**config.mk**
```make
export PLATFORM = sky130hd
export DESIGN_NAME = nand_strobe_seq
export DESIGN_NICKNAME = d
export VERILOG_FILES = /design/src/rtl/nand_seq_pkg.sv /design/src/rtl/nand_seq_phase.sv /design/src/rtl/nand_seq_sync.sv /design/src/rtl/nand_seq_len.sv /design/src/rtl/nand_strobe_seq.sv
export SDC_FILE = /design/constraint.sdc
export NUM_CORES = 1
export LEC_CHECK = 0
export BUFFER_PORTS_ARGS = -buffer_cell sky130_fd_sc_hd__buf_4
export CORE_MARGIN = 4
export CORE_UTILIZATION = 35
export CTS_CLUSTER_DIAMETER = 150
export DETAILED_ROUTE_END_ITERATION = 8
export GPL_TIMING_DRIVEN = 0
export HOLD_SLACK_MARGIN = 0.02
export PLACE_DENSITY = 0.63
export RECOVER_POWER = 50
export SYNTH_ARGS = -nofsm -noshare
export SYNTH_HDL_FRONTEND = slang
export SYNTH_HIERARCHICAL = 1
export SYNTH_SLANG_ARGS = --single-unit
```
**constraint.sdc**
```tcl
create_clock -name clk4x -period 3.8 [get_ports clk4x]
set_input_delay 0.76 -clock clk4x [delete_from_list [all_inputs] [get_ports clk4x]]
set_output_delay 0.76 -clock clk4x [all_outputs]
set_load 0.01 [all_outputs]
```
**src/rtl/nand_seq_pkg.sv**
```systemverilog
package nand_seq_pkg;
  typedef enum logic [1:0] {K_CMD = 2'b00, K_ADDR = 2'b01, K_WR = 2'b10, K_RD = 2'b11} kind_e;

  typedef enum logic [2:0] {
    S_IDLE, S_GAP, S_SETUP, S_STROBE, S_HOLD, S_BLANK, S_WAITRB, S_DONE
  } seg_e;

  typedef struct packed {
    logic [1:0] hold;
    logic [2:0] waits;
    logic [1:0] rdsu;
    logic       relax;
  } cfg_t;

  localparam int unsigned TICKS_PER_BUS = 4;

  // effective wait states in bus clocks
  function automatic int unsigned eff_waits(cfg_t c);
    return c.relax ? 2 * int'(c.waits) : int'(c.waits);
  endfunction

  // base term (2 + waits) in bus clocks, doubled when relaxed
  function automatic int unsigned base_bus(cfg_t c);
    int unsigned b;
    b = 2 + int'(c.waits);
    return c.relax ? (b << 1) : b;
  endfunction

  function automatic int unsigned rd_setup_ticks(logic [1:0] code);
    case (code)
      2'b00:   return 3;
      2'b10:   return 2;
      default: return 4;
    endcase
  endfunction

  function automatic int unsigned seg_ticks(seg_e s, cfg_t c, kind_e k);
    int unsigned rel;
    rel = c.relax ? TICKS_PER_BUS : 0;
    case (s)
      S_GAP:    return 4 * TICKS_PER_BUS * base_bus(c);
      S_SETUP:  return TICKS_PER_BUS + rel;
      S_STROBE: return (k == K_RD) ? rd_setup_ticks(c.rdsu) + TICKS_PER_BUS * eff_waits(c) + rel
                                   : TICKS_PER_BUS * (1 + eff_waits(c));
      S_HOLD:   return (k == K_RD) ? TICKS_PER_BUS + rel : 2 * int'(c.hold) + 2 + rel;
      S_BLANK:  return 8 * TICKS_PER_BUS * base_bus(c);
      S_DONE:   return TICKS_PER_BUS;
      default:  return 1;
    endcase
  endfunction

  // turnaround needed between previous and new cycle kinds
  function automatic logic needs_turn(kind_e prev, kind_e cur);
    logic prev_latch, cur_data;
    prev_latch = (prev == K_CMD) || (prev == K_ADDR);
    cur_data   = (cur == K_WR) || (cur == K_RD);
    return (prev_latch && cur_data) || (prev == K_WR && cur == K_RD);
  endfunction
endpackage

```
**src/rtl/nand_seq_phase.sv**
```systemverilog
module nand_seq_phase #(
  parameter int PW = 2
) (
  input  logic clk,
  input  logic rst_n,
  output logic last
);
  logic [PW-1:0] ph;
  always_ff @(posedge clk or negedge rst_n)
    if (!rst_n) ph <= '0;
    else        ph <= ph + 1'b1;
  assign last = &ph;
endmodule

```
**src/rtl/nand_seq_sync.sv**
```systemverilog
module nand_seq_sync #(
  parameter int STAGES = 2
) (
  input  logic clk,
  input  logic rst_n,
  input  logic d,
  output logic q
);
  logic [STAGES-1:0] sh;
  generate
    if (STAGES == 1) begin : g_one
      always_ff @(posedge clk or negedge rst_n)
        if (!rst_n) sh <= '0;
        else        sh <= d;
    end else begin : g_chain
      always_ff @(posedge clk or negedge rst_n)
        if (!rst_n) sh <= '0;
        else        sh <= {sh[STAGES-2:0], d};
    end
  endgenerate
  assign q = sh[STAGES-1];
endmodule

```
**src/rtl/nand_seq_len.sv**
```systemverilog
module nand_seq_len
  import nand_seq_pkg::*;
#(
  parameter int CNT_W = 12
) (
  input  seg_e             seg,
  input  cfg_t             cfg,
  input  kind_e            kind,
  output logic [CNT_W-1:0] len_m1
);
  int unsigned t;
  always_comb begin
    t      = seg_ticks(seg, cfg, kind);
    len_m1 = CNT_W'(t - 1);
  end
endmodule

```
**src/rtl/nand_strobe_seq.sv**
```systemverilog
module nand_strobe_seq
  import nand_seq_pkg::*;
#(
  parameter int DW       = 8,
  parameter int CNT_W    = 12,
  parameter int PHASE_W  = 2,
  parameter int SYNC_N   = 2
) (
  input  logic          clk4x,
  input  logic          rst_n,
  input  logic [1:0]    cfg_hold,
  input  logic [2:0]    cfg_wait,
  input  logic [1:0]    cfg_rdsetup,
  input  logic          cfg_relax,
  input  logic          req_valid,
  output logic          req_ready,
  input  logic [1:0]    req_kind,
  input  logic [DW-1:0] req_wdata,
  output logic          done,
  output logic [DW-1:0] rd_data,
  output logic          nf_ce_n,
  output logic          nf_we_n,
  output logic          nf_re_n,
  output logic          nf_cle,
  output logic          nf_ale,
  output logic          nf_dq_oe,
  output logic [DW-1:0] nf_dq_out,
  input  logic [DW-1:0] nf_dq_in,
  input  logic          nf_rb
);
  seg_e             st, nxt, first_seg;
  cfg_t             cfg_in, cfg_q;
  kind_e            kind_in, kind_q;
  logic [DW-1:0]    wdata_q;
  logic [CNT_W-1:0] cnt, len_first, len_next;
  logic             ph_last, rb_ok, accept, seg_end, turn, in_bus, is_rd;

  assign cfg_in  = '{hold: cfg_hold, waits: cfg_wait, rdsu: cfg_rdsetup, relax: cfg_relax};
  assign kind_in = kind_e'(req_kind);

  nand_seq_phase #(.PW(PHASE_W)) u_phase (.clk(clk4x), .rst_n(rst_n), .last(ph_last));
  nand_seq_sync  #(.STAGES(SYNC_N)) u_sync (.clk(clk4x), .rst_n(rst_n), .d(nf_rb), .q(rb_ok));

  // events brought out for checks
  assign req_ready = (st == S_IDLE) && ph_last;
  assign accept    = req_valid && req_ready;
  assign seg_end   = (cnt == '0);
  assign turn      = needs_turn(kind_q, kind_in);
  assign first_seg = turn ? S_GAP : S_SETUP;

  always_comb begin
    case (st)
      S_GAP:    nxt = S_SETUP;
      S_SETUP:  nxt = S_STROBE;
      S_STROBE: nxt = S_HOLD;
      S_HOLD:   nxt = (kind_q == K_CMD) ? S_BLANK : S_DONE;
      S_BLANK:  nxt = S_WAITRB;
      S_WAITRB: nxt = S_DONE;
      default:  nxt = S_IDLE;
    endcase
  end

  nand_seq_len #(.CNT_W(CNT_W)) u_len_first (.seg(first_seg), .cfg(cfg_in), .kind(kind_in), .len_m1(len_first));
  nand_seq_len #(.CNT_W(CNT_W)) u_len_next  (.seg(nxt),       .cfg(cfg_q),  .kind(kind_q),  .len_m1(len_next));

  always_ff @(posedge clk4x or negedge rst_n) begin
    if (!rst_n) begin
      st      <= S_IDLE;
      cnt     <= '0;
      cfg_q   <= '0;
      kind_q  <= K_RD;
      wdata_q <= '0;
      rd_data <= '0;
    end else begin
      case (st)
        S_IDLE: if (accept) begin
          cfg_q   <= cfg_in;
          kind_q  <= kind_in;
          wdata_q <= req_wdata;
          st      <= first_seg;
          cnt     <= len_first;
        end
        S_WAITRB: if (rb_ok) begin
          st  <= nxt;
          cnt <= len_next;
        end
        default: if (seg_end) begin
          st  <= nxt;
          cnt <= len_next;
        end else begin
          cnt <= cnt - 1'b1;
        end
      endcase
      if (st == S_STROBE && seg_end && kind_q == K_RD)
        rd_data <= nf_dq_in;
    end
  end

  assign is_rd     = (kind_q == K_RD);
  assign in_bus    = (st == S_SETUP) || (st == S_STROBE) || (st == S_HOLD);
  assign nf_ce_n   = !in_bus;
  assign nf_cle    = in_bus && (kind_q == K_CMD);
  assign nf_ale    = in_bus && (kind_q == K_ADDR);
  assign nf_dq_oe  = in_bus && !is_rd;
  assign nf_we_n   = !((st == S_STROBE) && !is_rd);
  assign nf_re_n   = !((st == S_STROBE) && is_rd);
  assign nf_dq_out = wdata_q;
  assign done      = (st == S_DONE);

  AST_STROBE_EXCL: assert property (@(posedge clk4x) disable iff (!rst_n)
    nf_we_n || nf_re_n);
  AST_READ_NO_DRIVE: assert property (@(posedge clk4x) disable iff (!rst_n)
    !nf_re_n |-> !nf_dq_oe);
  AST_DONE_FOUR: assert property (@(posedge clk4x) disable iff (!rst_n)
    $rose(done) |-> ##1 done ##1 done ##1 done ##1 !done);
  AST_CFG_HELD: assert property (@(posedge clk4x) disable iff (!rst_n)
    (st != S_IDLE && $past(st) != S_IDLE) |-> $stable(cfg_q));
  AST_RB_AFTER_BLANK: assert property (@(posedge clk4x) disable iff (!rst_n)
    (st == S_WAITRB && $past(st) != S_WAITRB) |-> ($past(st) == S_BLANK && $past(cnt) == '0));
  AST_ACCEPT_ALIGN: assert property (@(posedge clk4x) disable iff (!rst_n)
    ($past(st) == S_IDLE && st != S_IDLE) |-> $past(ph_last));
  AST_GAP_DATA: assert property (@(posedge clk4x) disable iff (!rst_n)
    (st == S_GAP) |-> (kind_q == K_WR || kind_q == K_RD));
endmodule

```
==> impl_metrics.py, run 1 <==
metrics = {
    "yosys": {
        "synth_top_family_by_area": "simple AND/OR/NAND/NOR gates",
        "synthAdderAreaFrac": 0.0558,
        "yosys_warnings": 6,
        "synth-compound-area-share": 0.213,
        "synth.most_common_cell": "dfrtp_1",
        "synthSimpleGateAreaFrac": 0.247,
        "synth_common_cells": "43 x dfrtp_1, 37 x nor2_1, 29 x mux2_2",
        "synth_top_area_share": 0.264,
        "syn_area_sq_um": 4080,
        "synth_area_leaders": "dfrtp_1 26%, mux2_2 8.0%, ha_1 4.6%",
        "synth-seq-cells": 45,
        "synth_fp_nets": 501,
        "synthXorXnorAreaFrac": 0.0491,
        "synth_mux_area_frac": 0.0935,
        "synth_area_leader_cell": "dfrtp_1",
        "synth_flop_cell": "dfrtp_1",
        "synthArstFlopShare": 1.00,
        "syn_area_per_cell_sq_um": 8.99,
        "ys_types": 92,
        "synth_edf_count": 0,
        "yosysSeqAreaShare": 0.277,
        "synthCells": 454,
    },
    "worst_hold_path": {
        "hp-class": "reg2reg",
    },
    "run": {
        "drv_cap": 1,
    },
    "cells_and_area": {
        "final_nets": 563,
        "final_cells": 660,
        "multi_input_area_sq_um": 2740,
        "n_antenna_cell": 0,
        "n_fill_cell": 1152,
        "areaGrowthSynthToFinish_pct": 19.8,
        "seqCellArea_sq_um": 1130,
        "postLayoutCoreUtil": 0.428,
        "final_area_sq_um": 4890,
        "drive_gt1_frac": 0.304,
    },
    "floorplanning": {
        "rows": 39,
        "chipHeight_um": 116,
        "die-area_sq_um": 13400,
        "io-pin-count": 54,
        "dieWidth_um": 116,
        "start_util": 0.357,
        "core_sq_um": 11400,
    },
    "timing": {
        "maxSlewHeadroom": -0.650,
        "period_share": 0.973,
        "min_period_ps": 3700,
        "setup_viol": 0,
        "tightestPinTransition_ps": 2470,
        "skew_ps": 5.32,
        "hold_slack_ps": 341,
        "grt_setup_unrepaired": "yes",
        "drv_slew": 46,
        "clock.fmax_mhz": 270,
        "hold_viol": 0,
    },
    "setup_path": {
        "startpoint": "cfg_q[0]",
        "reg2reg_slack_ps": 100,
        "critPathLaunchType": "register",
        "path_depth": 16,
        "r2r-start": "cfg_q[0]",
        "crit_buf_inv": 3,
        "arrival_ps": 3850,
        "cp_cell_sequence": "buf_6 > buf_6 > or2_2 > ha_1 > clkbuf_1 > ha_1 > and3_1 > a211oi_1 > o32a_1 > nand3_2 > nor4_4 > xnor2_2 > and3_1 > a21o_1 > a221oi_1 > a311oi_1",
        "path_class": "reg2reg",
        "cpMaxStageDelayCell": "dfrtp_1",
        "rr_worst_depth": 16,
        "max_stage_delay_ps": 380,
        "crit_path_end": "cnt[9]",
        "worstReg2RegEnd": "cnt[9]",
        "crit_path_end_kind": "register",
        "critical_path.max_fanout": 10,
        "worst_path_dominant_cell_family": "simple AND/OR/NAND/NOR gates",
        "worstPathRequired_ps": 3950,
    },
    "clock_network": {
        "path_clk_slew_ps": 70,
        "cts_tree": "done",
        "cts_hold_buffers": 0,
        "clk-insertion-delay-late_ps": 290,
        "cts_buffer_depth": 2,
        "cts_buffers": 5,
        "htreeDepth": 2,
        "cts_num_sinks": 45,
        "cts.root.buffer_cell": "clkbuf_16",
    },
    "placed_design": {
        "place_inst": 650,
        "io_buffers": 53,
        "place_area_sq_um": 4680,
        "gp_congestion": 0.913,
        "dp_hpwl_mm": 8.27,
    },
    "power": {
        "max-vdd-ir-drop_v": 0.000156,
        "powerDensity_nw_per_um2": 238,
        "leakage_uw": 0.00209,
    },
    "route": {
        "ant_nets": 0,
        "drt-vias-per-instance": 5.62,
        "dr_total_vias": 3706,
        "first_pass_iters": 5,
        "drt-initial-drc-count": 199,
        "routedWlPerCell_um": 16.5,
        "drcViolationCount": 0,
        "routed_wl_mm": 10.9,
    },
    "global_route": {
        "grt_max_degree": 46,
        "antenna_found_initial": 0,
        "grt_pass1_vias": 3617,
        "grt_pass1_wl_mm": 18.1,
        "track_usage": 0.166,
        "grt_overflow_total": 0,
    },
    "outcome": {
        "violations": "capacitance limit, slew limit",
        "status": "complete, but fails checks",
    },
}
-- sequential cells by signal, indices dropped and copies added, names as in the netlist --
name,flops
cfg_q,8
cnt,12
kind_q,2
nf_dq_out,8
rd_data,8
st,3
u_phase/ph,2
u_sync/sh,2
-- timing repair --
action                                  CTS  global route
hold endpoints to repair                  0             0
setup buffers                             1             4
endpoints found under the setup margin    3             4
gates resized for setup                   8            13
pin swaps                                 1             8
-- cells by family after synthesis --
kind of cell | count (synthesis)
other | 1
XOR/XNOR | 22
AO/OA/AOI/OAI | 115
multiplexers | 34
AND/OR/NAND/NOR | 167
adder cells (fa/ha/maj) | 17
flip-flops | 45
buffers and inverters | 53
-- worst register-to-register path, delay by kind of cell, from the launching register on --
| family | cells | cell delay, ps |
|---|---|---|
| AO/OA/AOI/OAI | 5 | 1090 |
| XOR/XNOR | 1 | 140 |
| adder cells (fa/ha/maj) | 2 | 450 |
| buffers and inverters | 3 | 380 |
| flip-flops | 1 | 380 |
| AND/OR/NAND/NOR | 5 | 1110 |
-- where the power goes --
| group | internal (uW) | leakage (uW) | switching [uW] |
|---|---|---|---|
| clock network | 312 | 0.0000810 | 196 |
| registers | 484 | 0.000553 | 2.41 |
| logic | 77.8 | 0.00146 | 88.2 |
-- cell type report --
type,count,share of cell area
multi-input combinational,356,0.561
sequential,45,0.231
timing repair buffer,58,0.0829
buffer,29,0.0374
tap,143,0.0366
clock buffer,6,0.0264
inverter,21,0.0161
clock inverter,2,0.00794
-- layout by cell type (no fill, tap or decap), types with 4 or more instances in the layout --
cell type,count
buf_4,53
dfrtp_1,42
nor2_1,36
mux2_2,29
nand2_1,27
a21oi_1,22
clkbuf_1,20
inv_1,20
nor3_1,14
o21ai_0,14
xnor2_1,13
ha_1,13
a221oi_1,10
nand3_1,8
xor2_1,7
nand2b_1,7
o211ai_1,6
a211oi_1,6
nand4_1,6
nor2b_1,6
and3_1,5
buf_2,5
o22ai_1,5
clkbuf_4,5
buf_6,5
clkbuf_16,5
or3_1,4
or4_1,4
nor3b_1,4
nand3b_1,4
or2_2,4
and3_2,4
mux2i_1,4
-- how the worst min path moves through the flow --
stage	startpoint	endpoint	slack, ps	cells after the start
finish	u_sync/sh[0]	u_sync/sh[1]	340	0
global route	u_sync/sh[0]	u_sync/sh[1]	350	0
CTS	u_sync/sh[0]	u_sync/sh[1]	350	0
floorplan	u_sync/sh[0]	u_sync/sh[1]	330	0
global placement	u_sync/sh[0]	u_sync/sh[1]	330	0
detailed placement	u_sync/sh[0]	u_sync/sh[1]	330	0
-- metrics by stage --
stage | setup TNS [ps] | power [uW] | worst slack (ps)
3_5_place_dp | -1130 | 662 | -357
5_1_grt | -59.8 | 1210 | -59.0
4_1_cts | 0 | 1170 | 15.2
3_3_place_gp | -1010 | 660 | -283
2_1_floorplan | 0 | 593 | 10.4
6_report | 0 | 1160 | 102
-- metal layers --
metal,part of all wire,GRT usage,vias up
met3,0.046,0.0240,9
met4,0.0097,0.0464,0
met1,0.45,0.225,1779
li1,-,-,1815
met5,0,0,-
met2,0.49,0.277,103
Power figures use the tool's default switching activity.
==> run 2: changes to the inputs <==
Settings changed: CORE_UTILIZATION 35 to 42, PLACE_DENSITY 0.63 to 0.71.
==> run 2 against run 1 <==
The flow still finishes with violations (capacitance limit, slew limit). Final cell count down 1.8%. Worst setup slack worse by 46 ps. Sequential share of layout area up 0.19 points. Maximum frequency down 1.2%. Core utilization up 9.2 points. Power down 15%. Global-route usage up 2.8 points. Combinational power up 9.6%. Via count up 3.2%. Design area down 0.82%. Die area down 16%. Critical path type unchanged. Critical endpoint is now cnt[4]. Largest power group is now registers.
==> impl_metrics.py, run 2 (synthesis gave the netlist of run 1 again) <==
metrics = {
    "timing": {
        "layout_setup_ws_ps": 55.5,
        "grt_setup_unrepaired": "yes",
        "maxSlewHeadroom": -0.620,
        "skew_ps": 14.0,
        "period_share": 0.985,
        "hold_slack_ps": 358,
        "clock.fmax_mhz": 267,
        "drv_slew": 46,
        "setup_viol": 0,
        "tightestPinTransition_ps": 2430,
        "min_period_ps": 3740,
        "hold_viol": 0,
    },
    "route": {
        "drt-vias-per-instance": 5.90,
        "first_pass_iters": 5,
        "routedWlPerCell_um": 17.0,
        "ant_nets": 0,
        "drcViolationCount": 0,
        "routed_wl_mm": 11.0,
        "dr_total_vias": 3826,
        "drt-initial-drc-count": 301,
    },
    "global_route": {
        "grt_overflow_total": 0,
        "grt_pass1_wl_mm": 18.2,
        "grt_max_degree": 46,
        "track_usage": 0.194,
        "grt_pass1_vias": 3732,
        "antenna_found_initial": 0,
    },
    "placed_design": {
        "gp_congestion": 0.924,
        "dp_hpwl_mm": 8.31,
        "io_buffers": 53,
        "pre_cts_slack_ps": -376,
        "place_area_sq_um": 4660,
    },
    "floorplanning": {
        "start_util": 0.437,
        "die-area_sq_um": 11400,
        "rows": 35,
        "dieWidth_um": 107,
        "io-pin-count": 54,
        "core_sq_um": 9330,
        "chipHeight_um": 107,
    },
    "cells_and_area": {
        "largest_register": "cnt",
        "drive_gt1_frac": 0.320,
        "layout_common_cells": "57 x buf_4, 42 x dfrtp_1, 36 x nor2_1",
        "postLayoutCoreUtil": 0.520,
        "final_common_cell": "buf_4",
        "final_area_sq_um": 4850,
        "n_antenna_cell": 0,
        "n_fill_cell": 869,
        "largest_reg_flops": 12,
        "final_nets": 565,
        "areaGrowthSynthToFinish_pct": 18.8,
    },
    "clock_network": {
        "cts.root.buffer_cell": "clkbuf_8",
        "cts_num_sinks": 45,
        "cts_buffers": 5,
        "htreeDepth": 2,
        "cts_buffer_depth": 2,
        "clk-insertion-delay-late_ps": 310,
        "cts_tree": "done",
        "cts_hold_buffers": 0,
        "path_clk_slew_ps": 100,
    },
    "setup_path": {
        "crit_path_end_kind": "register",
        "critical_path.max_fanout": 10,
        "critPathLaunchType": "register",
        "reg2reg_slack_ps": 60,
        "worstPathRequired_ps": 3990,
        "path_class": "reg2reg",
        "arrival_ps": 3940,
    },
    "run": {
        "drv_cap": 1,
    },
    "power": {
        "power.total_uw": 983,
        "powerDensity_nw_per_um2": 203,
        "leakage_uw": 0.00208,
        "max-vdd-ir-drop_v": 0.000206,
    },
    "worst_hold_path": {
        "hp-class": "reg2reg",
    },
    "outcome": {
        "violations": "capacitance limit, slew limit",
        "status": "complete, but fails checks",
    },
}
## run 2: changes by cell type in the layout (fill, tap and decap cells not counted), moves of 3 or more
cell       previous run  this run
clkbuf_16             5         0
clkbuf_8              0         5
buf_4                53        57
clkbuf_1             20        17
clkbuf_2              0         3
clkbuf_4              5         2
## run 2: critical path, cell delays in order, from the launching register on
cell and delay, ps:
dfstp_2 430, clkbuf_2 200, nand2b_1 170, a21boi_1 410, buf_2 290, nand2_1 90, or4_2 550, o21ai_0 90
o21ai_0 160, ha_1 270, and3_4 180, xnor2_1 180, a221o_1 330, o32ai_1 240, a21oi_1 60
## run 2: area by class of cell
cell class	instances	area, sq um	area share
Buffer	29	175	0.0361
Clock inverter	3	25.0	0.00516
Clock buffer	5	68.8	0.0142
Multi-Input combinational cell	356	2780	0.574
Tap cell	129	161	0.0333
Timing Repair Buffer	60	428	0.0883
Inverter	21	78.8	0.0163
Sequential cell	45	1130	0.233
## run 2: per-stage QoR
step | cells | TNS (ps)
CTS | 645 | 0
floorplan | 454 | 0
global placement | 636 | -1120
finish | 648 | 0
detailed placement | 636 | -1450
global route | 648 | -155
## run 2: worst paths after layout
kind                              start            to  cells past startpoint
max in group asynchronous         rst_n         st[1]                      1
min in group asynchronous         rst_n  u_sync/sh[0]                      1
hold reg to reg            u_sync/sh[0]  u_sync/sh[1]                      0
hold / removal             u_sync/sh[0]  u_sync/sh[1]                      0
setup / recovery              kind_q[0]        cnt[4]                     14
setup reg to reg              kind_q[0]        cnt[4]                     14
## run 2: routing by layer
layer	vias to the layer above	track usage	share of wire
li1	1810	-	-
met1	1835	0.254	0.44
met2	159	0.322	0.47
met3	22	0.0389	0.071
met4	0	0.0566	0.021
met5	-	0	0
## run 2: what timing repair did
action,4_1_cts,5_1_grt
pin swaps,1,11
buffers inserted,3,4
setup endpoints to repair,4,4
resized for setup,7,14
cloned,0,0
## run 2: power by group
group	total [uW]	internal (uW)	leakage [uW]	switching, uW
Clock	314	133	0.0000447	181
Sequential	487	484	0.000553	2.54
Combinational	182	85.0	0.00148	97.0
Total	983	702	0.00208	281
==> run 3: changes to the inputs <==
Settings changed: REMOVE_ABC_BUFFERS from default to 1.
==> run 3 against run 2 <==
The flow still finishes with violations (capacitance limit, slew limit). Sequential share of layout area increased by 0.90 points. Register-to-register slack improved by 70 ps. Worst setup slack improved by 74 ps.
==> impl_metrics.py, run 3 (synthesis gave the netlist of run 1 again) <==
metrics = {
    "outcome": {
        "status": "complete, but fails checks",
        "violations": "capacitance limit, slew limit",
    },
    "route": {
        "drcViolationCount": 0,
        "drt-vias-per-instance": 6.00,
        "routedWlPerCell_um": 16.7,
        "ant_nets": 0,
        "drt-initial-drc-count": 387,
        "first_pass_iters": 5,
        "dr_total_vias": 3770,
        "routed_wl_mm": 10.5,
    },
    "floorplanning": {
        "core_sq_um": 9330,
        "start_util": 0.437,
        "chipHeight_um": 107,
        "die-area_sq_um": 11400,
        "io-pin-count": 54,
        "rows": 35,
        "dieWidth_um": 107,
    },
    "setup_path": {
        "rr_worst_depth": 11,
        "arrival_ps": 3810,
        "critPathLaunchType": "register",
        "critical_path.max_fanout": 17,
        "crit_path_end_kind": "register",
        "worstPathRequired_ps": 3940,
        "path_class": "reg2reg",
    },
    "cells_and_area": {
        "final_nets": 545,
        "final_common_cell": "buf_4",
        "largest_reg_flops": 12,
        "final_area_sq_um": 4710,
        "n_antenna_cell": 0,
        "multi_input_area_sq_um": 2750,
        "layout_common_cells": "59 x buf_4, 39 x dfrtp_1, 36 x nor2_1",
        "largest_register": "cnt",
        "areaGrowthSynthToFinish_pct": 15.5,
        "seqCellArea_sq_um": 1140,
        "final_cells": 628,
        "drive_gt1_frac": 0.305,
        "n_fill_cell": 884,
    },
    "timing": {
        "tightestPinTransition_ps": 2560,
        "skew_ps": 8.31,
        "period_share": 0.966,
        "min_period_ps": 3670,
        "hold_viol": 0,
        "fin_setup_tns_ps": 0,
        "maxSlewHeadroom": -0.707,
        "clock.fmax_mhz": 272,
        "drv_slew": 46,
        "setup_viol": 0,
        "layout_setup_ws_ps": 130,
    },
    "run": {
        "drv_cap": 1,
    },
    "placed_design": {
        "pre_cts_slack_ps": -530,
        "place_inst": 605,
        "dp_hpwl_mm": 7.60,
        "place_area_sq_um": 4460,
        "io_buffers": 53,
        "gp_congestion": 0.885,
    },
    "power": {
        "power.total_uw": 961,
        "netSwitchingPower_uw": 269,
        "powerDensity_nw_per_um2": 204,
        "power_frac_comb": 0.173,
        "p_int_uw": 692,
        "leakage_uw": 0.00200,
        "max-vdd-ir-drop_v": 0.000164,
        "seqPwrFrac": 0.506,
        "p_clk_frac": 0.321,
        "switching_share": 0.280,
    },
    "clock_network": {
        "clk-insertion-delay-late_ps": 300,
        "path_clk_slew_ps": 100,
        "cts.root.buffer_cell": "clkbuf_8",
        "cts_buffer_depth": 2,
        "cts_tree": "done",
        "cts_buffers": 5,
        "cts_num_sinks": 45,
        "htreeDepth": 2,
    },
    "worst_hold_path": {
        "hp-class": "reg2reg",
        "holdPathStages": 0,
    },
    "global_route": {
        "track_usage": 0.184,
        "antenna_found_initial": 0,
        "grt_max_degree": 46,
        "grt_overflow_total": 0,
        "grt_pass1_vias": 3607,
        "grt_pass1_wl_mm": 17.4,
    },
}
run 3: layout make-up:
cell class / count / area share
flip-flops and latches: 45 / 0.242
repair buffers: 69 / 0.104
inverters: 21 / 0.0175
clock inverters: 3 / 0.00451
clock buffers: 5 / 0.0146
well taps: 129 / 0.0342
multi-input cells: 356 / 0.583
run 3: metal layers:
layer	vias up	GRT usage	wire length, um
li1	1772	-	-
met1	1826	0.250	4580
met2	150	0.300	5110
met3	22	0.0243	569
met4	0	0.0630	239
met5	-	0	0
run 3: worst max-delay path, stage by stage, from the launching register on:
cell	delay [ps]
dfstp_4	540
or4_1	490
and3_2	300
or3b_1	440
o31a_1	280
ha_1	220
nand3_2	130
nor3_2	60
xor2_1	170
or4_1	550
a311oi_1	260
a221oi_1	80
run 3: worst paths after layout:
path,end,slack (ps),start
min reg2reg,u_sync/sh[1],360,u_sync/sh[0]
min in group asynchronous,cnt[0],1250,rst_n
max reg2reg,cnt[8],130,kind_q[0]
min,u_sync/sh[1],360,u_sync/sh[0]
max in group asynchronous,cfg_q[0],910,rst_n
max,cnt[8],130,kind_q[0]
run 3: what timing repair did:
action | in CTS | in global routing
buffers inserted | 0 | 14
pin swaps | 0 | 4
cloned | 0 | 0
gates resized for setup | 6 | 14
hold buffers | 0 | 0
endpoints found under the setup margin | 4 | 4
run 3: through the flow:
step / utilization / hold WS, ps
after global placement: 0.478 / 338
final: 0.505 / 356
after CTS: 0.491 / 359
after global routing: 0.505 / 367
after detailed placement: 0.478 / 345
after floorplan: - / 331
run 3: power groups by stage:
stage / clock, uW / combinational, uW / sequential (uW)
6_report: 309 / 166 / 486
5_1_grt: 344 / 183 / 487
4_1_cts: 320 / 159 / 486
3_5_place_dp: 0 / 158 / 496
3_3_place_gp: 0 / 155 / 496
2_1_floorplan: 0 / 87.2 / 498
